File: config.mk
export PLATFORM = sky130hd
export DESIGN_NAME = flash_pe_guard
export DESIGN_NICKNAME = d
export VERILOG_FILES = /design/src/rtl/flash_pe_pkg.sv /design/src/rtl/flash_pe_ctrl.sv /design/src/rtl/flash_pe_datapath.sv /design/src/rtl/flash_pe_guard.sv
export SDC_FILE = /design/constraint.sdc
export NUM_CORES = 1
export LEC_CHECK = 0
export BUFFER_PORTS_ARGS = -buffer_cell sky130_fd_sc_hd__buf_4
export CORE_MARGIN = 2
export CORE_UTILIZATION = 41
export CTS_BUF_LIST = sky130_fd_sc_hd__clkbuf_4 sky130_fd_sc_hd__clkbuf_8 sky130_fd_sc_hd__clkbuf_16
export DETAILED_ROUTE_END_ITERATION = 8
export PLACE_DENSITY = 0.84
export SKIP_CTS_REPAIR_TIMING = 1
export SLEW_MARGIN = 20
export SYNTH_ARGS = -nofsm -noshare
export SYNTH_HDL_FRONTEND = slang
export SYNTH_SLANG_ARGS = --single-unit
export TNS_END_PERCENT = 100
File: constraint.sdc
create_clock -name clk -period 1.5 [get_ports clk]
set_input_delay 0.3 -clock clk [delete_from_list [all_inputs] [get_ports clk]]
set_output_delay 0.3 -clock clk [all_outputs]
set_load 0.005 [all_outputs]
File: src/rtl/flash_pe_pkg.sv
package flash_pe_pkg;
  localparam int CTRL_W   = 4;
  localparam int BIT_LAT  = 0;
  localparam int BIT_ERAS = 1;
  localparam int BIT_BOOT = 2;
  localparam int BIT_HV   = 3;

  typedef enum logic [1:0] {
    RD_NORMAL = 2'd0,
    RD_LATCH  = 2'd1,
    RD_IGNORE = 2'd2
  } readPath_t;

  typedef struct packed {
    logic      latchLoad;
    readPath_t readPath;
  } dpStrobes_t;
endpackage

File: src/rtl/flash_pe_ctrl.sv
module flash_pe_ctrl
  import flash_pe_pkg::*;
#(
  parameter logic BOOT_RST = 1'b1
) (
  input  logic              clk,
  input  logic              rstN,
  input  logic              regWrEn,
  input  logic [CTRL_W-1:0] regWrData,
  input  logic              arrWrEn,
  output logic [CTRL_W-1:0] regRdData,
  output logic              pumpEn,
  output logic              eraseMode,
  output logic              bootProt,
  output dpStrobes_t        strobes
);
  logic latchEn, eraseSel, bootBit, hvEn, written;
  logic latchRise, latchLoad, hvAccept;

  assign latchRise = regWrEn && !hvEn && !latchEn && regWrData[BIT_LAT];
  assign latchLoad = arrWrEn && latchEn && !hvEn;
  assign hvAccept  = regWrData[BIT_HV] && regWrData[BIT_LAT] && latchEn && written;

  always_ff @(posedge clk or negedge rstN) begin
    if (!rstN) begin
      latchEn  <= 1'b0;
      eraseSel <= 1'b0;
      bootBit  <= BOOT_RST;
      hvEn     <= 1'b0;
      written  <= 1'b0;
    end else begin
      if (regWrEn) begin
        if (hvEn) begin
          hvEn <= regWrData[BIT_HV];
        end else begin
          latchEn  <= regWrData[BIT_LAT];
          eraseSel <= regWrData[BIT_ERAS];
          bootBit  <= regWrData[BIT_BOOT];
          hvEn     <= hvAccept;
        end
      end
      if (latchRise)      written <= 1'b0;
      else if (latchLoad) written <= 1'b1;
    end
  end

  always_comb begin
    regRdData           = '0;
    regRdData[BIT_LAT]  = latchEn;
    regRdData[BIT_ERAS] = eraseSel;
    regRdData[BIT_BOOT] = bootBit;
    regRdData[BIT_HV]   = hvEn;
    strobes.latchLoad   = latchLoad;
    if (hvEn)                      strobes.readPath = RD_IGNORE;
    else if (latchEn && !eraseSel) strobes.readPath = RD_LATCH;
    else                           strobes.readPath = RD_NORMAL;
  end

  assign pumpEn    = hvEn;
  assign eraseMode = eraseSel;
  assign bootProt  = bootBit;

  AST_HV_NEEDS_ARMING: assert property (@(posedge clk) disable iff (!rstN)
    $rose(hvEn) |-> ($past(latchEn) && $past(written)));
  AST_FLAG_CLEAR_ON_ARM: assert property (@(posedge clk) disable iff (!rstN)
    $rose(latchEn) |-> !written);
  AST_BITS_FROZEN: assert property (@(posedge clk) disable iff (!rstN)
    $past(hvEn) |-> $stable({latchEn, eraseSel, bootBit}));
  AST_NO_START_ON_DISARM: assert property (@(posedge clk) disable iff (!rstN)
    (regWrEn && !hvEn && !regWrData[BIT_LAT]) |=> !hvEn);
endmodule

File: src/rtl/flash_pe_datapath.sv
module flash_pe_datapath
  import flash_pe_pkg::*;
#(
  parameter int DATA_W = 8,
  parameter int ADDR_W = 10
) (
  input  logic              clk,
  input  logic              rstN,
  input  dpStrobes_t        strobes,
  input  logic              arrRdEn,
  input  logic [ADDR_W-1:0] arrAddr,
  input  logic [DATA_W-1:0] arrWrData,
  input  logic [DATA_W-1:0] cellRdData,
  output logic [DATA_W-1:0] cpuRdData,
  output logic              arrRdAck,
  output logic [ADDR_W-1:0] progAddr,
  output logic [DATA_W-1:0] progData
);
  always_ff @(posedge clk or negedge rstN) begin
    if (!rstN) begin
      progAddr <= '0;
      progData <= '0;
    end else if (strobes.latchLoad) begin
      progAddr <= arrAddr;
      progData <= arrWrData;
    end
  end

  always_comb begin
    case (strobes.readPath)
      RD_LATCH:  cpuRdData = progData;
      RD_IGNORE: cpuRdData = '0;
      default:   cpuRdData = cellRdData;
    endcase
  end

  assign arrRdAck = arrRdEn && (strobes.readPath != RD_IGNORE);

  AST_IGNORED_READ_EMPTY: assert property (@(posedge clk) disable iff (!rstN)
    (strobes.readPath == RD_IGNORE) |-> (cpuRdData == '0 && !arrRdAck));
  AST_LATCH_CAPTURE: assert property (@(posedge clk) disable iff (!rstN)
    strobes.latchLoad |=> (progData == $past(arrWrData) && progAddr == $past(arrAddr)));
  AST_LATCH_HOLD: assert property (@(posedge clk) disable iff (!rstN)
    !strobes.latchLoad |=> ($stable(progData) && $stable(progAddr)));
endmodule

File: src/rtl/flash_pe_guard.sv
module flash_pe_guard
  import flash_pe_pkg::*;
#(
  parameter int   DATA_W   = 8,
  parameter int   ADDR_W   = 10,
  parameter logic BOOT_RST = 1'b1
) (
  input  logic              clk,
  input  logic              rstN,
  input  logic              regWrEn,
  input  logic [3:0]        regWrData,
  output logic [3:0]        regRdData,
  input  logic              arrRdEn,
  input  logic              arrWrEn,
  input  logic [ADDR_W-1:0] arrAddr,
  input  logic [DATA_W-1:0] arrWrData,
  input  logic [DATA_W-1:0] cellRdData,
  output logic [DATA_W-1:0] cpuRdData,
  output logic              arrRdAck,
  output logic              pumpEn,
  output logic              eraseMode,
  output logic              bootProt,
  output logic [ADDR_W-1:0] progAddr,
  output logic [DATA_W-1:0] progData
);
  dpStrobes_t strobes;

  flash_pe_ctrl #(.BOOT_RST(BOOT_RST)) i_ctrl (
    .clk(clk), .rstN(rstN), .regWrEn(regWrEn), .regWrData(regWrData),
    .arrWrEn(arrWrEn), .regRdData(regRdData), .pumpEn(pumpEn),
    .eraseMode(eraseMode), .bootProt(bootProt), .strobes(strobes)
  );

  flash_pe_datapath #(.DATA_W(DATA_W), .ADDR_W(ADDR_W)) i_dp (
    .clk(clk), .rstN(rstN), .strobes(strobes), .arrRdEn(arrRdEn),
    .arrAddr(arrAddr), .arrWrData(arrWrData), .cellRdData(cellRdData),
    .cpuRdData(cpuRdData), .arrRdAck(arrRdAck),
    .progAddr(progAddr), .progData(progData)
  );
endmodule

==> results.md, run 1 <==
- Setup repair after global routing could not meet its margin everywhere.
- The shortest clock period the worst path allows after layout is around 1.6 ns.
- At the worst endpoint, the arrival time is ~1.3 ns.
- The congestion estimate from routability-driven global placement came to 0.809.
- Yosys attributes the largest share of cell area to dfrtp_1, mux2_4, mux2_2, mux2i_1, buf_4.
- After detailed routing, the average wire length per cell comes to 14.6 um.
- For this design, the sink count on the clock tree is 23.
- The number of nets in the layout is approximately 180.
- Yosys instantiated no cell more often than dfrtp_1.
- The post-detailed-route via-to-cell ratio is 4.94.
- The setup TNS is -0.695 ns.
- The signal on the critical path passes through nand2b_4 > mux2i_1 > nor2_1 > buf_4.
- In this run the tool buffered the top-level ports with 68 buffer cells.
- Static timing analysis puts the maximum clock frequency at 0.621 GHz.
- The data required time at the worst endpoint is 1.20 ns.
- In this run the static leakage power is 0.889 nW.
- The leading area contributor after synthesis is dfrtp_1.
- After synthesis the cells add up to 0.00109 sq mm.
- The count of unresolved DRC violations after routing is 0.
- The async set-or-reset flop fraction in the synthesized netlist is 100%.
- The synthesized design contains 0 enable-type register cells.
- Averaged over all synthesized cells, the footprint is 14.0 sq um.
- The checks that failed: negative setup slack.
- The overall routing resource usage is 17.3%.
- The number of rows in the core area is 18.
- In this run the register-to-register setup slack is ~0.10 ns.
- The largest fanout on the critical path is 8.
- From synthesis to final layout, the design area changed by 53.2%.
- The ratio of cells with drive above 1 in the final layout is 68.2%.
- The number of nets in the synthesized netlist is 113.
- Across the routed clock network, the largest skew measured is 0.00534 ns.
- The worst hold path begins at regWrEn.
- The synthesized netlist cell count is 78.
- The later pin in the worst-skew pair is clocked with a latency of 0.31 ns.
- After synthesis, the most frequently instantiated cells are dfrtp_1, mux2_2, mux2_4, mux2i_1, nor2_1.
- The hold path depth is 2.
- After synthesis the netlist holds a flip-flop and latch count of 23.
- During synthesis, Yosys emitted a total of 0 warnings.
- The maximum number of pins on one net before global-route repair is 24.
- Max-cap violations in this run came to 0.
- The root buffer cell is clkbuf_4.
- Setup violations remaining at the end of the flow were counted as 8.
- Of the synthesized area, sequential elements account for 53.0%.
- In this run the tightest slew margin relative to its limit is ~78%.
- The flow ran to the end, but the final reports show violations.
- The chip height is 55.5 um.
- TritonCTS created 3 clock buffers.
- The endpoint of the worst hold-timing path is i_ctrl.pumpEn$_DFFE_PN0P_.
- The via count of the first global-routing pass came to 892.
- The floorplan step defined a die boundary enclosing 0.00308 sq mm.
- The reg-to-reg endpoint is i_dp.progAddr[7]$_DFFE_PN0P_.
- The register share of total power is 40.8%.
- The first global-routing pass estimated between 4 and 5 mm of wire.
- The diode insertion count for antenna repair is 0.
- The path type of the worst min-delay path is input pin to register.
- The total wirelength of the detailed-routed design is approximately 2.6 mm.
- The fraction of power consumed by the clock network is 11.3%.
- The DRC marker count from the first detailed-route iteration is 0.
- The total iterations of the first detailed-routing run is 1.
- The maximum buffer depth of the clock tree is 2.
- The clock tree from TritonCTS is yes.
- The area inside the core boundary is 0.00250 sq mm.
- For this design, the slowest cell found on the critical path is dfrtp_1.
- The internal portion of the total power is roughly 1.8 mW.
- STA classifies the critical path startpoint as a register.
- The worst setup path is captured at an output port.
- The count of buffering cells on the critical path with inverters included is 1.
- The initial antenna violation count is 0.
- The floorplan step set the die width to 55.5 um.
- The count of final hold-check violations is 0.
- Summed over all layers, the global routing overflow is 0.
- The power density over cell area is around 1600 mW/mm^2.
- The H-tree depth is 1.
- The share of the clock period used by the worst path is 107%.
- Yosys mapped the design onto 19 distinct sky130hd cell types.
- Among all flip-flop cells after synthesis, the most frequent one is dfrtp_1.
- 69 I/O pins were placed.
- The startpoint identified for the worst register-to-register timing path is i_ctrl.pumpEn$_DFFE_PN0P_.
- The delay of the slowest cell on the worst path is 0.43 ns.
- Measured in cells, the most critical reg-to-reg path has a length of 4.
- After layout, the design draws a total of around 2.6 mW.
- Detailed placement finished with a half-perimeter wire length of ~2.1 mm.
- The total vias in the final route is just under 900.
- The final hold slack is 0.158 ns.
- The remaining number of nets flagged by the antenna check after routing is 0.
- In this run the power spent charging and discharging nets is 0.798 mW.
- Once placement finished, the instance area stood at 0.00161 sq mm.
- The classification of the worst setup path is register to output port.
- The kind of cell with the highest combined delay on the critical path is flip-flops.
- The final count of pins violating max slew is 0.
- The initial utilization of the core area, before any placement, comes to 43.5%.
- In this run the biggest area consumer among cell types represents 50.6% of the synthesized area.
- The switching portion of total power is 30.4%.
- The transition time of the tightest slew-check pin is 0.332 ns.
- The part of the total power dissipated in combinational logic is 47.9%.
- The clock transition time at the flip-flop clock pins of the worst setup and hold paths is 0.13 ns.
- The final standard cell area without fillers is 0.00167 sq mm.
- The slack of the critical path is -0.110 ns.
- The worst-case IR drop observed on VDD is approximately 1.0 mV.
layout by cell type (no fill, tap or decap):
cell / Yosys / final
a21o_1: 1 / 1
mux2_2: 11 / 11
buf_6: 1 / 1
clkinvlp_4: 0 / 1
a41oi_1: 1 / 1
dlygate4sd3_1: 0 / 1
buf_4: 4 / 71
dfstp_2: 1 / 1
mux2_4: 10 / 10
clkbuf_4: 0 / 3
dfrtp_1: 22 / 22
inv_2: 0 / 1
a22o_1: 1 / 1
nor2b_1: 2 / 2
nand2_1: 1 / 1
a21oi_1: 1 / 1
inv_1: 2 / 1
mux2i_1: 8 / 8
nand2b_4: 0 / 1
nand3_4: 1 / 1
nor2_1: 8 / 8
worst max path at each step:
stage | startpoint | to | slack (ns) | cells after the start
6_report | i_ctrl.latchEn$_DFFE_PN0P_ | cpuRdData[6] | -0.11 | 4
5_1_grt | i_ctrl.eraseMode$_DFFE_PN0P_ | cpuRdData[6] | -0.17 | 4
4_1_cts | i_ctrl.eraseMode$_DFFE_PN0P_ | cpuRdData[6] | -0.35 | 4
3_5_place_dp | i_ctrl.eraseMode$_DFFE_PN0P_ | cpuRdData[6] | 0.02 | 4
3_3_place_gp | i_ctrl.eraseMode$_DFFE_PN0P_ | cpuRdData[7] | 0.06 | 4
2_1_floorplan | i_ctrl.latchEn$_DFFE_PN0P_ | cpuRdData[0] | 0.23 | 4
cell type report:
type                            instances  area [sq um]
Sequential cell                        23           577
Inverter                                2          7.51
Tap cell                               30          37.5
Fill cell                             192           832
Clock inverter                          1          7.51
Timing Repair Buffer                   73           554
Multi-Input combinational cell         46           462
Clock buffer                            3          22.5
worst register-to-register path, stage by stage, from the launching register on:
cell and delay (ns):
dfrtp_1 0.43, buf_4 0.15, inv_2 0.07, nand3_4 0.26, mux2_4 0.40
layer usage:
layer	track usage (%)	up-vias	wire, um
met3	6.56	2	163
met1	19.6	442	995
met4	4.18	0	8
met2	30.6	35	1430
li1	-	401	-
met5	0	-	0
per-stage QoR:
step / std cells / util, % / setup WS [ns]
final: 178 / 66.7 / -0.110
after global routing: 178 / 66.7 / -0.175
after CTS: 176 / 65.6 / -0.354
after detailed placement: 172 / 64.4 / 0.0234
after global placement: 172 / 64.4 / 0.0552
after floorplan: 78 / - / 0.227
state kept, by name, summed over array words and instances (netlist names):
signal / count
i_ctrl.latchEn: 1
i_dp.progData: 8
i_ctrl.eraseMode: 1
i_ctrl.bootProt: 1
i_ctrl.pumpEn: 1
i_ctrl.written: 1
i_dp.progAddr: 10
kinds of logic (layout without fill, tap and decap cells):
group	count (synthesis)	after routing	share of synthesized area (%)
compound gates	4	4	2.76
buf+inv	9	79	5.29
flops	23	23	53.0
mux	29	29	32.5
simple gates	13	13	6.44
power groups by stage:
stage | Clock [mW] | Sequential [mW] | Combinational (mW)
3_5_place_dp | 0 | 1.08 | 1.25
5_1_grt | 0.338 | 1.11 | 1.35
4_1_cts | 0.308 | 1.07 | 1.25
2_1_floorplan | 0 | 1.07 | 0.562
3_3_place_gp | 0 | 1.06 | 1.22
6_report | 0.296 | 1.07 | 1.26
(Power assumes the default switching activity.)
==> run 2, diff against run 1 <==
Settings changed: CTS_CLUSTER_DIAMETER set to 80, SETUP_SLACK_MARGIN set to 0.3.
==> run 2 against run 1 <==
The run still ends with negative setup slack left. Total power rose by 15%. Register-to-register slack improved by 0.12 ns. Count of clock-buffer cells in the layout did not move.
==> results.md, run 2 (synthesized netlist as in run 1, its figures left out) <==
- The flow ran to the end, but the final reports show violations.
- The checks that failed: negative setup slack.
- The via count of the first global-routing pass was 911.
- The sum of net half-perimeters after detailed placement is between 2 and 2.5 mm.
- The share of the clock period used by the worst path is 111%.
- The detailed router finished its first iteration with 7 violations.
- The classification of the worst setup path is register to output port.
- In the final layout, the registers with the most flip-flops are i_dp.progAddr (10), i_dp.progData (8).
- The initial core utilization is between 40% and 50%.
- STA classifies the critical path endpoint as an output port.
- The slack of the critical path is -0.164 ns.
- The maximum buffer depth of the clock tree is 2.
- Setup repair after global routing could not meet its margin everywhere.
- The average detailed-routed wire length per instance is 16.4 um.
- The ratio of cells with drive above 1 in the final layout is 71.2%.
- 69 I/O pins were placed.
- The shortest clock period the worst path allows after layout is 1.66 ns.
- The root buffer cell chosen for the clock tree is clkbuf_4.
- The global placer's final weighted congestion is 0.756.
- TritonCTS built the clock tree.
- The number of nets in the layout is 192.
- STA puts the critical path data arrival time at 1.36 ns.
- The initial antenna violation count was 0.
- The final setup violation count is 8.
- In this run the standard cell core region covers 0.00250 sq mm.
- The final standard cell area without fillers is 0.00188 sq mm.
- The count of final hold-check violations is 0.
- After global routing the overflow that remains totals 0.
- Clock-pin slew was measured on the worst setup and hold paths at 0.14 ns.
- The number of rows in the core area is 18.
- In this run the horizontal extent of the chip is roughly 56 um.
- The die covers 0.00308 sq mm.
- Between clock sinks in the finished design, the worst skew comes to 0.00966 ns.
- In this run the remaining antenna-violating nets after routing total 0.
- The placement-stage cell area is 0.00160 sq mm.
- The total iterations of the first detailed-routing run is 4.
- The first-pass GRT wire length is approximately 4.2 mm.
- The register with the most flip-flops in the layout has 10 of them.
- For the final routed database, the setup TNS stands at -1.03 ns.
- The diode insertion count for antenna repair is 0.
- VDD sags by at most ~1.3 mV.
- The headroom to the max-slew limit is 80.5%.
- The setup slack after placement is 0.136 ns.
- The library cell used most frequently in the layout, excluding fill and tap cells, is buf_4.
- The completed layout was analyzed and its total power is 3.03 mW.
- The die is 55.5 um tall.
- The H-tree depth is 1.
- The library cells used most frequently in the layout, excluding fill and tap cells, are buf_4, dfrtp_1, buf_6, mux2_4.
- In the global route stage, overall resource usage came out at 17.3%.
- The sink count of the clock tree is 23.
- The transition time of the tightest slew-check pin is just under 0.3 ns.
- The total vias in the final route is just over 900.
- At the later pin of the worst-skew pair, clock insertion delay measures 0.32 ns.
- The tightest min-delay check is of the input pin to register type.
- The data required time at the worst endpoint is approximately 1.2 ns.
- The number of port buffers is 68.
- The maximum number of pins on one net before global-route repair is 24.
- For this design the static power due to leakage is 0.994 nW.
- From synthesis to final layout, the design area changed by 72.4%.
- The largest fanout on the critical path is 8.
- The total wirelength of the detailed-routed design is 3.05 mm.
- The post-detailed-route via-to-cell ratio is 4.99.
- Ranked by flip-flop count, first place goes to i_dp.progAddr.
- The power density over cell area is 1620 mW/mm^2.
- The tool flagged a number of max-cap violations equal to 0.
- The achievable clock frequency is roughly 0.6 GHz.
- Counting the fill cells in the layout gives between 150 and 200.
- STA classifies the critical path startpoint as a register.
- The share of the core filled with cells in the final layout is 75.1%.
- The count of unresolved DRC violations after routing is 0.
- The final count of pins violating max slew is 0.
- Buffers inserted during clock tree synthesis total 3.
==> run 2: cell count changes in the layout (fill, tap and decap cells not counted), sizes merged <==
cell	previous run	this run
buf	72	77
nand3	1	4
==> run 2: cell type report <==
class / instances / area [sq um] / area share (%)
Timing Repair Buffer: 78 / 667 / 35.5
Sequential cell: 23 / 578 / 30.8
Tap cell: 30 / 37.5 / 2.00
Inverter: 2 / 12.5 / 0.667
Clock buffer: 3 / 22.5 / 1.20
Clock inverter: 1 / 7.51 / 0.400
Multi-Input combinational cell: 49 / 552 / 29.4
==> run 2: final timing paths <==
kind / start / end / slack [ns] / cells after the start
hold / removal: regWrEn / i_ctrl.pumpEn$_DFFE_PN0P_ / 0.15 / 2
setup reg to reg: i_ctrl.latchEn$_DFFE_PN0P_ / i_dp.progData[4]$_DFFE_PN0P_ / 0.22 / 4
min in group asynchronous: rstN / i_dp.progData[0]$_DFFE_PN0P_ / 0.40 / 2
max in group asynchronous: rstN / i_ctrl.bootProt$_DFFE_PN1P_ / 0.82 / 2
setup / recovery: i_ctrl.latchEn$_DFFE_PN0P_ / cpuRdData[7] / -0.16 / 4
hold reg to reg: i_dp.progAddr[0]$_DFFE_PN0P_ / i_dp.progAddr[0]$_DFFE_PN0P_ / 0.53 / 1
==> run 2: where the power goes <==
part / total, mW / internal [mW] / switching (mW)
Sequential: 1.13 / 0.882 / 0.244
Combinational: 1.61 / 1.11 / 0.504
Clock: 0.298 / 0.102 / 0.196
==> run 2: metrics by stage <==
step | hold slack (ns) | cells
after floorplan | 0.00441 | 78
after global placement | 0.203 | 170
after detailed placement | 0.210 | 170
after CTS | -0.152 | 174
after global routing | 0.145 | 186
final | 0.151 | 186
==> run 2: layer usage <==
metal,track usage [%],vias up,part of all wire (%)
met5,0,-,0
met4,5.23,0,1.2
met3,3.75,4,5.7
met2,31.1,37,55
met1,20.3,457,38
li1,-,430,-
==> run 2: worst max-delay path: stages (launching register included) <==
cell	delay, ns
dfrtp_2	0.46
nand2b_4	0.16
mux2i_1	0.23
nor2_1	0.06
buf_4	0.13
==> run 3, diff against run 2 <==
Settings changed: BUFFER_PORTS_ARGS -buffer_cell sky130_fd_sc_hd__buf_4 to not set, CORE_UTILIZATION 41 to 47, DONT_BUFFER_PORTS set to 1, PLACE_DENSITY 0.84 to 0.68.
==> run 3 against run 2 <==
The run still ends with negative setup slack left. Critical path depth shrank 1. Total power decreased by 28%. Count of clock-buffer cells in the layout rose by 1. Sequential share of layout area up 15 points. Combinational power is 53% lower. Cell count fell by 40%. Via count is 33% lower. Cell area decreased by 32%. Global-route usage fell by 1.9 points.
==> results.md, run 3 (synthesized netlist as in run 1, its figures left out) <==
- The run finished, with violations left.
- The final reports fail on negative setup slack.
- For this run the aggregate overflow at the end of global routing stands at 0.
- In the final routed layout, each cell accounts on average for 19.3 um.
- Measured against its own limit, the worst slew margin works out to a little under nine tenths.
- The global placer's final weighted congestion is 0.617.
- The clock insertion delay at the later pin of the skew report is just under 0.3 ns.
- The root buffer cell is clkbuf_4.
- For this run, the post-layout net count is between 100 and 150.
- The clock passes through at most 2 buffers.
- The path type of the worst min-delay path is input pin to register.
- Along the worst path, the maximum fanout reaches 8.
- The number of port buffers is 0.
- The placed instance count is 100.
- The worst setup skew after layout is 0.00322 ns.
- The tightest hold path in the finished design has a slack of 0.0782 ns.
- Setup repair after global routing could not meet its margin everywhere.
- The routed layout has 620 vias.
- The region available for standard cell placement spans 0.00219 sq mm.
- At the worst endpoint, the arrival time is 1.27 ns.
- From synthesis to final layout, the design area changed by 16.4%.
- Clock tree synthesis inserted a total of 3 buffers.
- The first global-routing pass estimated 2.97 mm of wire.
- Fill cells in the final layout number around 200.
- The final count of pins violating max slew is 0.
- The final setup violation count is 8.
- The number of flip-flops in the largest register is 10.
- The achievable clock frequency is 0.638 GHz.
- The floorplan step set the die width to 52.1 um.
- The initial antenna violation count is 0.
- Max-cap violations in this run came to 0.
- The DRC marker count from the first detailed-route iteration is 7.
- The die outline area is 0.00272 sq mm.
- The design draws roughly 2.2 mW.
- In the finished design, the share of the clock period the worst path needs comes to 105%.
- The sum of net half-perimeters after detailed placement is 1.46 mm.
- The power density over cell area is 1730 mW/mm^2.
- The transition time of the tightest slew-check pin is 0.219 ns.
- STA classifies the critical path startpoint as a register.
- The repair_antennas step left the layout with diodes totalling 0.
- The most frequent standard cell in the layout excluding fill and tap cells is dfrtp_1.
- The peak supply drop is 1.02 mV.
- The H-tree depth is 1.
- In the global route stage, overall resource usage came out at 15.3%.
- Counting every sink on the clock net gives 23.
- For this run, the share of the core covered by cells in the final layout is between 50% and 60%.
- The largest registers in the layout are i_dp.progAddr (10), i_dp.progData (8).
- The detail route stage leaves a number of antenna-violating nets equal to 0.
- The placement-stage cell area is approximately 0.0011 sq mm.
- The endpoint class of the critical path is an output port.
- After floorplanning, the core was divided into 17 placement rows.
- The clock tree from TritonCTS is yes.
- The clock transition time at the flip-flop clock pins of the worst setup and hold paths is about 0.12 ns.
- Once the floorplan was initialized, standard cells occupied approximately 50% of the core.
- The number of I/O pins is 69.
- After detailed routing, the number of remaining DRC violations is 0.
- The static power due to leakage is 0.637 nW.
- The ratio of cells with drive above 1 in the final layout is 49.4%.
- The total iterations of the first detailed-routing run is 4.
- The final standard cell area without fillers is 0.00127 sq mm.
- In this run the vertical extent of the chip is 52.1 um.
- The count of non-filler cells in the finished layout is 111.
- The slack of the critical path is -0.0680 ns.
- Entering global routing, the biggest net connects 24 pins.
- The count of final hold-check violations is 0.
- The setup TNS is -0.439 ns.
- The via count of the first global-routing pass is 641.
- The library cells used most frequently in the layout, excluding fill and tap cells, are dfrtp_1, mux2_4, mux2i_1, nor2_1.
- By startpoint and endpoint, the worst setup path is classified as register to output port.
- Prior to clock tree synthesis, the placed netlist has a worst setup slack of about 0.2 ns.
- Counting flops per register, the top entry is i_dp.progAddr.
- Subtracting the final worst setup slack from the clock period gives 1.57 ns.
- The total wirelength of the detailed-routed design is about 2.1 mm.
- The data required time at the worst endpoint is 1.20 ns.
- In the routed layout, each cell is associated on average with a via count of around 5.6.
## run 3: cell count changes in the layout (fill, tap and decap cells not counted), moves of 2 or more
cell and delta:
dfrtp_1 -2, buf_4 -55, dfrtp_2 +2, nand3_4 -3
buf_12 +2, buf_6 -18
## run 3: cell type report
cell class,count,area [sq um],area share (%)
Clock buffer,4,30.0,2.37
Inverter,2,7.51,0.592
Multi-Input combinational cell,46,498,39.3
Sequential cell,23,581,45.8
Tap cell,28,35.0,2.76
Timing Repair Buffer,8,116,9.18
## run 3: power by group
part / switching [mW] / internal, mW
Sequential: 0.264 / 0.886
Combinational: 0.252 / 0.497
Clock: 0.166 / 0.122
## run 3: critical path, stage by stage (launching register included)
cell	delay [ns]
dfrtp_2	0.46
nand2b_4	0.22
mux2i_1	0.14
nor2_1	0.15
## run 3: worst paths after layout
path,startpoint,end,depth (start not counted),slack [ns]
max in group asynchronous,rstN,i_ctrl.bootProt$_DFFE_PN1P_,2,0.87
max reg2reg,i_ctrl.pumpEn$_DFFE_PN0P_,i_dp.progAddr[8]$_DFFE_PN0P_,4,0.25
min,regWrEn,i_ctrl.pumpEn$_DFFE_PN0P_,1,0.08
min in group asynchronous,rstN,i_dp.progData[0]$_DFFE_PN0P_,2,0.41
min reg2reg,i_dp.progAddr[2]$_DFFE_PN0P_,i_dp.progAddr[2]$_DFFE_PN0P_,1,0.55
max,i_ctrl.eraseMode$_DFFE_PN0P_,cpuRdData[2],3,-0.07
## run 3: per-layer routing
layer	track usage (%)	routed length (um)	vias to the layer above
li1	-	-	277
met1	18.2	816	302
met2	24.7	1080	39
met3	5.75	227	2
met4	6.58	13	0
met5	0	0	-
